$ cat config.mk
export PLATFORM = sky130hd
export DESIGN_NAME = audio_clk_watchdog
export DESIGN_NICKNAME = d
export VERILOG_FILES = /design/src/rtl/clkwd_pkg.sv /design/src/rtl/clkwd_sync.sv /design/src/rtl/clkwd_init_seq.sv /design/src/rtl/clkwd_phase_mon.sv /design/src/rtl/audio_clk_watchdog.sv
export SDC_FILE = /design/constraint.sdc
export NUM_CORES = 1
export LEC_CHECK = 0
export CAP_MARGIN = 40
export CORE_MARGIN = 2
export CORE_UTILIZATION = 40
export DETAILED_ROUTE_END_ITERATION = 16
export PLACE_DENSITY_LB_ADDON = 0.3
export SYNTH_ARGS = -nofsm -noshare
export SYNTH_HDL_FRONTEND = slang
export SYNTH_HIERARCHICAL = 1
export SYNTH_SLANG_ARGS = --single-unit
$ cat constraint.sdc
create_clock -name clk_mclk -period 7.8 [get_ports clk_mclk]
set_input_delay 0.78 -clock clk_mclk [delete_from_list [all_inputs] [get_ports clk_mclk]]
set_output_delay 0.78 -clock clk_mclk [all_outputs]
set_load 0.005 [all_outputs]
$ cat src/rtl/clkwd_pkg.sv
package clkwd_pkg;

    // Master clocks per frame for ratio code 0; code n gives (n+1) times this.
    localparam int BASE_RATIO  = 128;
    localparam int RATIO_CODES = 4;
    localparam int PH_W        = $clog2(BASE_RATIO * RATIO_CODES);
    localparam int PER_W       = PH_W + 1;
    localparam int ACC_W       = PH_W + 4;

    typedef logic [1:0] ratio_sel_t;

    typedef enum logic {
        MON_ARM   = 1'b0,
        MON_TRACK = 1'b1
    } mon_state_e;

    typedef struct packed {
        logic [PH_W-1:0]         ref_phase;
        logic signed [ACC_W-1:0] drift;
    } track_t;

    function automatic logic [PER_W-1:0] frame_period(input ratio_sel_t sel);
        return PER_W'(BASE_RATIO * (int'(sel) + 1));
    endfunction

    // Circular difference now-prev mapped into (-per/2, +per/2].
    function automatic logic signed [PER_W:0] phase_slip(
        input logic [PH_W-1:0]  now_ph,
        input logic [PH_W-1:0]  prev_ph,
        input logic [PER_W-1:0] per
    );
        logic [PER_W-1:0] d;
        if (now_ph >= prev_ph)
            d = PER_W'(now_ph) - PER_W'(prev_ph);
        else
            d = PER_W'(now_ph) + per - PER_W'(prev_ph);
        if (d > (per >> 1))
            return $signed({1'b0, d}) - $signed({1'b0, per});
        else
            return $signed({1'b0, d});
    endfunction

    function automatic logic [ACC_W-1:0] drift_mag(input logic signed [ACC_W-1:0] v);
        return v[ACC_W-1] ? ACC_W'(-v) : ACC_W'(v);
    endfunction

endpackage

$ cat src/rtl/clkwd_sync.sv
module clkwd_sync #(
    parameter int STAGES = 2
) (
    input  logic clk,
    input  logic rst,
    input  logic async_in,
    output logic rise
);
    logic [STAGES:0] shreg;

    always_ff @(posedge clk) begin
        if (rst)
            shreg <= '0;
        else
            shreg <= {shreg[STAGES-1:0], async_in};
    end

    // Edge detected between last synchroniser stage and one extra history flop.
    assign rise = shreg[STAGES-1] & ~shreg[STAGES];
endmodule

$ cat src/rtl/clkwd_init_seq.sv
module clkwd_init_seq #(
    parameter int INIT_BCLKS = 8
) (
    input  logic clk,
    input  logic rst,
    input  logic power_down,
    input  logic bclk_rise,
    output logic ready
);
    localparam int CNT_W = $clog2(INIT_BCLKS + 1);

    logic [CNT_W-1:0] edge_cnt;

    always_ff @(posedge clk) begin
        if (rst || power_down) begin
            edge_cnt <= '0;
            ready    <= 1'b0;
        end else if (!ready && bclk_rise) begin
            if (edge_cnt == CNT_W'(INIT_BCLKS - 1)) begin
                edge_cnt <= '0;
                ready    <= 1'b1;
            end else begin
                edge_cnt <= edge_cnt + 1'b1;
            end
        end
    end
endmodule

$ cat src/rtl/clkwd_phase_mon.sv
module clkwd_phase_mon
    import clkwd_pkg::*;
#(
    parameter int THRESH = 3 * BASE_RATIO
) (
    input  logic       clk,
    input  logic       rst,
    input  logic       run,
    input  logic       frame_rise,
    input  ratio_sel_t ratio_sel,
    output logic       resync_pulse
);
    logic [PER_W-1:0]        period_q;
    logic [PH_W-1:0]         phase_cnt;
    mon_state_e              state;
    track_t                  trk;
    logic signed [PER_W:0]   slip;
    logic signed [ACC_W-1:0] drift_next;
    logic                    over;

    always_comb begin
        slip       = phase_slip(phase_cnt, trk.ref_phase, period_q);
        drift_next = trk.drift + ACC_W'(slip);
        over       = drift_mag(drift_next) >= ACC_W'(THRESH);
    end

    // Ratio is followed while idle and frozen for the whole run.
    always_ff @(posedge clk) begin
        if (rst)
            period_q <= frame_period(2'b00);
        else if (!run)
            period_q <= frame_period(ratio_sel);
    end

    always_ff @(posedge clk) begin
        if (rst || !run)
            phase_cnt <= '0;
        else if (PER_W'(phase_cnt) == period_q - 1'b1)
            phase_cnt <= '0;
        else
            phase_cnt <= phase_cnt + 1'b1;
    end

    always_ff @(posedge clk) begin
        if (rst || !run) begin
            state        <= MON_ARM;
            trk          <= '0;
            resync_pulse <= 1'b0;
        end else begin
            resync_pulse <= 1'b0;
            if (frame_rise) begin
                trk.ref_phase <= phase_cnt;
                if (state == MON_ARM) begin
                    trk.drift <= '0;
                    state     <= MON_TRACK;
                end else if (over) begin
                    trk.drift    <= '0;
                    resync_pulse <= 1'b1;
                end else begin
                    trk.drift <= drift_next;
                end
            end
        end
    end
endmodule

$ cat src/rtl/audio_clk_watchdog.sv
module audio_clk_watchdog
    import clkwd_pkg::*;
#(
    parameter int INIT_BCLKS  = 8,
    parameter int SYNC_STAGES = 2,
    parameter int DRIFT_MULT  = 3
) (
    input  logic       clk_mclk,
    input  logic       rst,
    input  logic       power_down,
    input  logic       frame_clk,
    input  logic       bit_clk,
    input  logic [1:0] ratio_sel,
    output logic       resync_pulse,
    output logic       ready
);
    localparam int THRESH = DRIFT_MULT * BASE_RATIO;

    logic frame_rise;
    logic bclk_rise;
    logic run;

    clkwd_sync #(.STAGES(SYNC_STAGES)) u_frame_sync (
        .clk      (clk_mclk),
        .rst      (rst),
        .async_in (frame_clk),
        .rise     (frame_rise)
    );

    clkwd_sync #(.STAGES(SYNC_STAGES)) u_bclk_sync (
        .clk      (clk_mclk),
        .rst      (rst),
        .async_in (bit_clk),
        .rise     (bclk_rise)
    );

    clkwd_init_seq #(.INIT_BCLKS(INIT_BCLKS)) u_init (
        .clk        (clk_mclk),
        .rst        (rst),
        .power_down (power_down),
        .bclk_rise  (bclk_rise),
        .ready      (ready)
    );

    assign run = ready & ~power_down;

    clkwd_phase_mon #(.THRESH(THRESH)) u_mon (
        .clk          (clk_mclk),
        .rst          (rst),
        .run          (run),
        .frame_rise   (frame_rise),
        .ratio_sel    (ratio_sel),
        .resync_pulse (resync_pulse)
    );
endmodule

Yosys cells after proc, flatten, opt, wreduce, memory -nomap -nowiden. Index checks and enable logic that the tools add are counted.

Register bits after elaboration: 47. Bits in latches: 0. RAM bits: 0. ROM bits: 0. Output and inout bits: 2. Memories kept: 0.

Add/sub/neg operators: 10. Multipliers: 0. Divide/modulo/power cells: 0. Order comparisons: 3. Equal/unequal tests: 2. Shifts and indexed selects: 0. Muxes and demuxes: 7. Bitwise gates (word level): 8. Reduce and logical (&&, ||, !) cells: 8.

Operators with widths (count): 13-bit two-way mux (3); 13-bit by 11-bit adder with 13-bit output (1); 13-bit by 9-bit >= comparator with 1-bit output, second input constant (1); 13-bit negation (1); 11-bit two-way mux (1); 10-bit by 10-bit subtractor with 11-bit output (1); 9-bit by 10-bit adder with 10-bit output (1); 9-bit by 10-bit equality test with 1-bit output (1); 10-bit by 9-bit greater-than comparator with 1-bit output (1); 10-bit two-way mux (1); 10-bit by 1-bit subtractor with 10-bit output, second input constant (1); 10-bit by 9-bit subtractor with 10-bit output (1); 9-bit by 9-bit subtractor with 10-bit output (1); 9-bit by 1-bit adder with 9-bit output, second input constant (1); 9-bit >= comparator (1); 1-bit inverter (5); 4-bit by 1-bit adder with 4-bit output, second input constant (1); 4-bit by 3-bit equality test with 1-bit output, second input constant (1); 4-bit two-way mux (1); 2-bit by 1-bit adder with 3-bit output, second input constant (1); 1-bit bitwise AND (3); 3-bit OR reduction (1); 1-bit logical NOT (2); 1-bit logical OR (2); 4 further kinds (4).

Depth between registers and ports, before layout.
Word-level depth: 11. Gate-level depth with buffers: 31. Depth with buffers taken out: 31.

By module. The synthesis kept the hierarchy.

Modules (own cells, without submodules): clkwd_phase_mon (instances 1, cells each 411, area an instance 3493.4 um^2, seq. area each 720.7 um^2); clkwd_init_seq (instances 1, cells each 22, area an instance 232.7 um^2, seq. area each 100.1 um^2); clkwd_sync (instances 2, cells each 7, area an instance 87.6 um^2, seq. area each 60.1 um^2); audio_clk_watchdog (instances 1, cells each 1, area an instance 13.8 um^2, seq. area each 0.0 um^2).

Worst setup path after synthesis. Ideal clock, no wire load.

Kind: reg-to-reg. Start point: reg u_mon.phase_cnt[2]. End point: reg u_mon/trk[4] (netlist bit). Data arrival time: 6.163 ns. Data required time: 7.683 ns. Path slack: 1.520 ns. Cell stages (with the launch flop): 30. Buffers on the path: 0. Cell sequence: dfxtp_1 -> ha_1 -> inv_1 -> fa_1 -> o21bai_1 -> a21o_1 -> a21oi_1 -> o21bai_1 -> a21oi_1 -> xnor2_1 -> a21oi_1 -> inv_1 -> ha_1 -> nand4b_1 -> nor2_1 -> nand2_1 -> or4_1 -> a21o_1 -> a21oi_1 -> mux2i_1 -> ha_1 -> nand4_1 -> a211oi_1 -> o211ai_1 -> a21boi_1 -> o22ai_1 -> xor2_1 -> xor2_4 -> mux2_4 -> a32o_2.

Cells in the longest elaborated chain, start to end: 11. Elaborated cells on any way between the ends: 14. Those cells by class: add/sub: 6; order compare: 3; mux: 5.

RTL lines: start: declaration (RTL line clkwd_phase_mon.sv:14) `logic [PH_W-1:0] phase_cnt;`; start signal: assignment (RTL line clkwd_phase_mon.sv:41) `phase_cnt <= phase_cnt + 1'b1;`; 9-bit by 10-bit adder with 10-bit output (RTL line clkwd_pkg.sv:36) `d = PER_W'(now_ph) + per - PER_W'(prev_ph);`; 10-bit by 9-bit subtractor with 10-bit output (RTL line clkwd_pkg.sv:36); 10-bit two-way mux * (RTL line clkwd_pkg.sv:33) `if (now_ph >= prev_ph)`; 10-bit by 10-bit subtractor with 11-bit output or 10-bit by 9-bit greater-than comparator with 1-bit output (tied branches) (RTL line clkwd_pkg.sv:38, clkwd_pkg.sv:37); 11-bit two-way mux * (RTL line clkwd_pkg.sv:37) `if (d > (per >> 1))`; 13-bit by 11-bit adder with 13-bit output * (RTL line clkwd_phase_mon.sv:23) `drift_next = trk.drift + ACC_W'(slip);`; 13-bit negation (RTL line clkwd_pkg.sv:44) `return v[ACC_W-1] ? ACC_W'(-v) : ACC_W'(v);`; 13-bit two-way mux (RTL line clkwd_pkg.sv:44); 13-bit by 9-bit >= comparator with 1-bit output (RTL line clkwd_phase_mon.sv:24) `over = drift_mag(drift_next) >= ACC_W'(THRESH);`; 13-bit two-way mux * (RTL line clkwd_phase_mon.sv:56) `end else if (over) begin`; 13-bit two-way mux * (RTL line clkwd_phase_mon.sv:53) `if (state == MON_ARM) begin`; end: declaration (RTL line clkwd_phase_mon.sv:16) `track_t trk;`.

Mark *: on every way between the ends. The rest lies on a longest branch, timed or not. A chain may end at the register's enable or synchronous reset.

Worst setup path after layout. Ends and elaborated chain as after synthesis.

==> impl_metrics.toml <==
[placement]
placedCellCount = 585
place_hpwl_mm = 6.867
gp_congestion = 0.9135
pre_cts_ws_ns = 0.7717
place_area_um2 = 4145
io_buffers = 8

[logic_synthesis]
synth.top_cells.by_area = "dfxtp_1, ha_1, fa_1"
syn_inst = 448
yosysTopAreaCell = "dfxtp_1"
synth_edf_count = 0
synthMostInstantiatedCell = "nor2_1"
synth_mux_area_share_pct = 5.050
syn_avg_cell_area_um2 = 8.739
ys_ff_latch = 47
ys_warn_count = 6
async_flop_share_pct = 0
synth_top_cell_area_share_pct = 24.03
ys_seq_area_share_pct = 24.03
ys.flop_type = "dfxtp_1"
synth_top_family_by_area = "simple AND/OR/NAND/NOR gates"
syn_area_um2 = 3915
synth_xor_area_share_pct = 8.501
synthTopCellsByCount = "nor2_1, dfxtp_1, ha_1"
synth_fa_ha_area_share_pct = 18.41
synth-simple-area-share_pct = 21.22
syn_nets = 506
synth_cell_types = 74
synth_compound_area_share_pct = 18.73

[clocking]
h-tree-depth = 2
clkLatencyLatePin_ns = 0.31
cts_made_buffers = 5
ctsResizeCount = 0
clockBufferDepth = 2
clkTransAtPathRegs_ns = 0.09
cts_root_buf = "clkbuf_8"
cts_tree = "built"
postCtsSetupBuffers = 0
clock-sinks = 47
hold_buffers = 0

[power]
p_sw_w = 0.0001131
intPower_w = 0.0003903
powerDensity_nw_per_um2 = 117.6
vdd_drop_max_mv = 0.08938
sw_frac_of_total_pct = 22.48
pwr-share-comb_pct = 8.9
p_seq_share_pct = 48.4
p_leak_nw = 1.713
clockPowerShare_pct = 42.7

[route]
drtPass1Iterations = 4
routed_wl_mm = 8.543
vias_per_cell = 5.359
drt_iter0_markers = 168
antenna_left = 0
drc = 0
wl_per_cell_um = 14.41
vias = 3178

[worst_setup_path]
r2r-end = "u_mon/trk[4]"
crit_top_cell = "a21oi_1"
max_stage_delay_ns = 0.61
crit_type = "reg -> reg"
setup.worst_path.end_class = "register"
critPathLaunchType = "register"
cp_max_fo = 9
r2r_cells = 29
r2r_start = "u_mon/phase_cnt[2]"
arrival_ns = 7.33
slowest_stage = "nor4_2"
r2r_slack_ns = 0.72
critPathRequiredTime_ns = 8.06

[hold_path]
hold_class = "reg -> reg"
hold_path.startpoint = "u_bclk_sync/shreg[0]"
whs_endpoint = "u_bclk_sync/shreg[1]"
whs_path_depth = 1

[global_routing]
grt_max_degree = 17
antenna_found_initial = 0
grt_pass1_wl_mm = 14.32
grt_pass1_vias = 3039
grt_use_total_pct = 16.93
overflow = 0

[sta]
hold_viol = 0
finalSetupViolations = 0
setup_ws_ns = 0.7213
clock-skew-final_ns = 0.005693
tightest_slew_ns = 0.8415
holdWs_ns = 0.4474
min_period_ns = 7.079
fmaxAchievable_ghz = 0.1413
slew_viol_final = 0
max_slew_margin_pct = 43.64
period_share_pct = 90.75
fin_setup_tns_ns = 0
grt_setup_unrepaired = "false"

[layout]
area_growth_pct = 9.364
multi_input_area_um2 = 2815
instances_no_fill = 593
fill_cells = 985
final_area_um2 = 4282
nets = 517
seqCellArea_um2 = 940.9
drive_gt1_share_pct = 8.261
antenna_cells = 0

[status]
outcome = "finished clean"

[floorplan]
die_h_um = 102.9
die_w_um = 102.9
ios = 9
die_area_um2 = 10590
row_count = 36
start_util_pct = 40.62
coreArea_um2 = 9639

[flow_run]
cap_violations = 0
-- cell type report --
type,count,area share (%)
clock buffer,5,1.607
clock inverter,3,1.578
inverter,38,3.331
multi-input combinational,359,65.75
sequential,47,21.98
tap,133,3.887
timing repair buffer,8,1.870
-- cell usage in the layout, fill, tap and decap left out, types with 4 or more instances in the layout --
| cell type | count |
|---|---|
| nor2_1 | 54 |
| dfxtp_1 | 47 |
| ha_1 | 40 |
| inv_1 | 38 |
| nand2_1 | 30 |
| xnor2_1 | 22 |
| a21oi_1 | 18 |
| nand3_1 | 18 |
| mux2i_1 | 16 |
| o21ai_0 | 14 |
| nor2b_1 | 11 |
| xor2_1 | 11 |
| fa_1 | 11 |
| a32oi_1 | 9 |
| clkdlybuf4s50_1 | 8 |
| a211oi_1 | 8 |
| a21o_1 | 8 |
| nor3_1 | 6 |
| clkbuf_8 | 5 |
| nand2b_1 | 4 |
| o21bai_1 | 4 |
| and3_1 | 4 |
-- registers in the layout, indices dropped and copies added (netlist names) --
name and cells:
u_mon/trk 22, u_mon/state 1, u_mon/period_q 3, u_mon/phase_cnt 9
u_init/edge_cnt 4, u_init/ready 1, u_mon/resync_pulse 1, u_bclk_sync/shreg 3
u_frame_sync/shreg 3
-- metrics by stage --
step / total power (W) / util, %
after global placement: 0.0002924 / 43.00
after floorplan: 0.0002814 / -
final: 0.0005034 / 44.42
after detailed placement: 0.0002938 / 43.00
after global routing: 0.0005235 / 44.42
after CTS: 0.0005087 / 44.42
-- power by group through the flow --
stage	clock network, W	registers (W)	logic [W]
after floorplan	0	0.000249	0.0000325
after global placement	0	0.000249	0.0000430
after detailed placement	0	0.000249	0.0000445
after CTS	0.000220	0.000244	0.0000449
after global routing	0.000230	0.000244	0.0000498
final	0.000215	0.000244	0.0000447
-- cells by family after synthesis --
logic type	after synthesis
buffers and inverters	42
multiplexers	19
flip-flops	47
AND/OR/NAND/NOR	159
AO/OA/AOI/OAI	95
XOR/XNOR	35
adder cells (fa/ha/maj)	51
-- worst max-delay path by stage --
| stage | depth (start not counted) | startpoint | slack [ns] | to |
|---|---|---|---|---|
| 6_report | 29 | u_mon/phase_cnt[2] | 0.72 | u_mon/trk[4] |
| 5_1_grt | 29 | u_mon/phase_cnt[1] | 0.18 | u_mon/trk[4] |
| 4_1_cts | 29 | u_mon/phase_cnt[2] | 0.73 | u_mon/trk[4] |
| 3_5_place_dp | 29 | u_mon/phase_cnt[2] | 0.77 | u_mon/trk[4] |
| 3_3_place_gp | 29 | u_mon/phase_cnt[1] | 1.03 | u_mon/trk[4] |
| 2_1_floorplan | 29 | u_mon/phase_cnt[2] | 1.52 | u_mon/trk[4] |
-- layer usage --
metal	track usage [%]	vias to the layer above	wire (um)
met3	2.169	10	179
met1	22.81	1523	4239
met4	5.162	0	142
li1	-	1608	-
met5	0	-	0
met2	28.27	37	3981
-- critical path: cells and delay by family (launching register included) --
kind | cells | cell delay, ns
xor gates and xnor gates | 2 | 0.45
and+or+nand+nor | 9 | 1.93
AOI/OAI and AO/OA | 10 | 2.07
muxes | 2 | 0.44
buffers and inverters | 2 | 0.18
DFF | 1 | 0.51
adders and majority gates | 4 | 1.45
No activity file was read; power rests on OpenSTA's default activity.
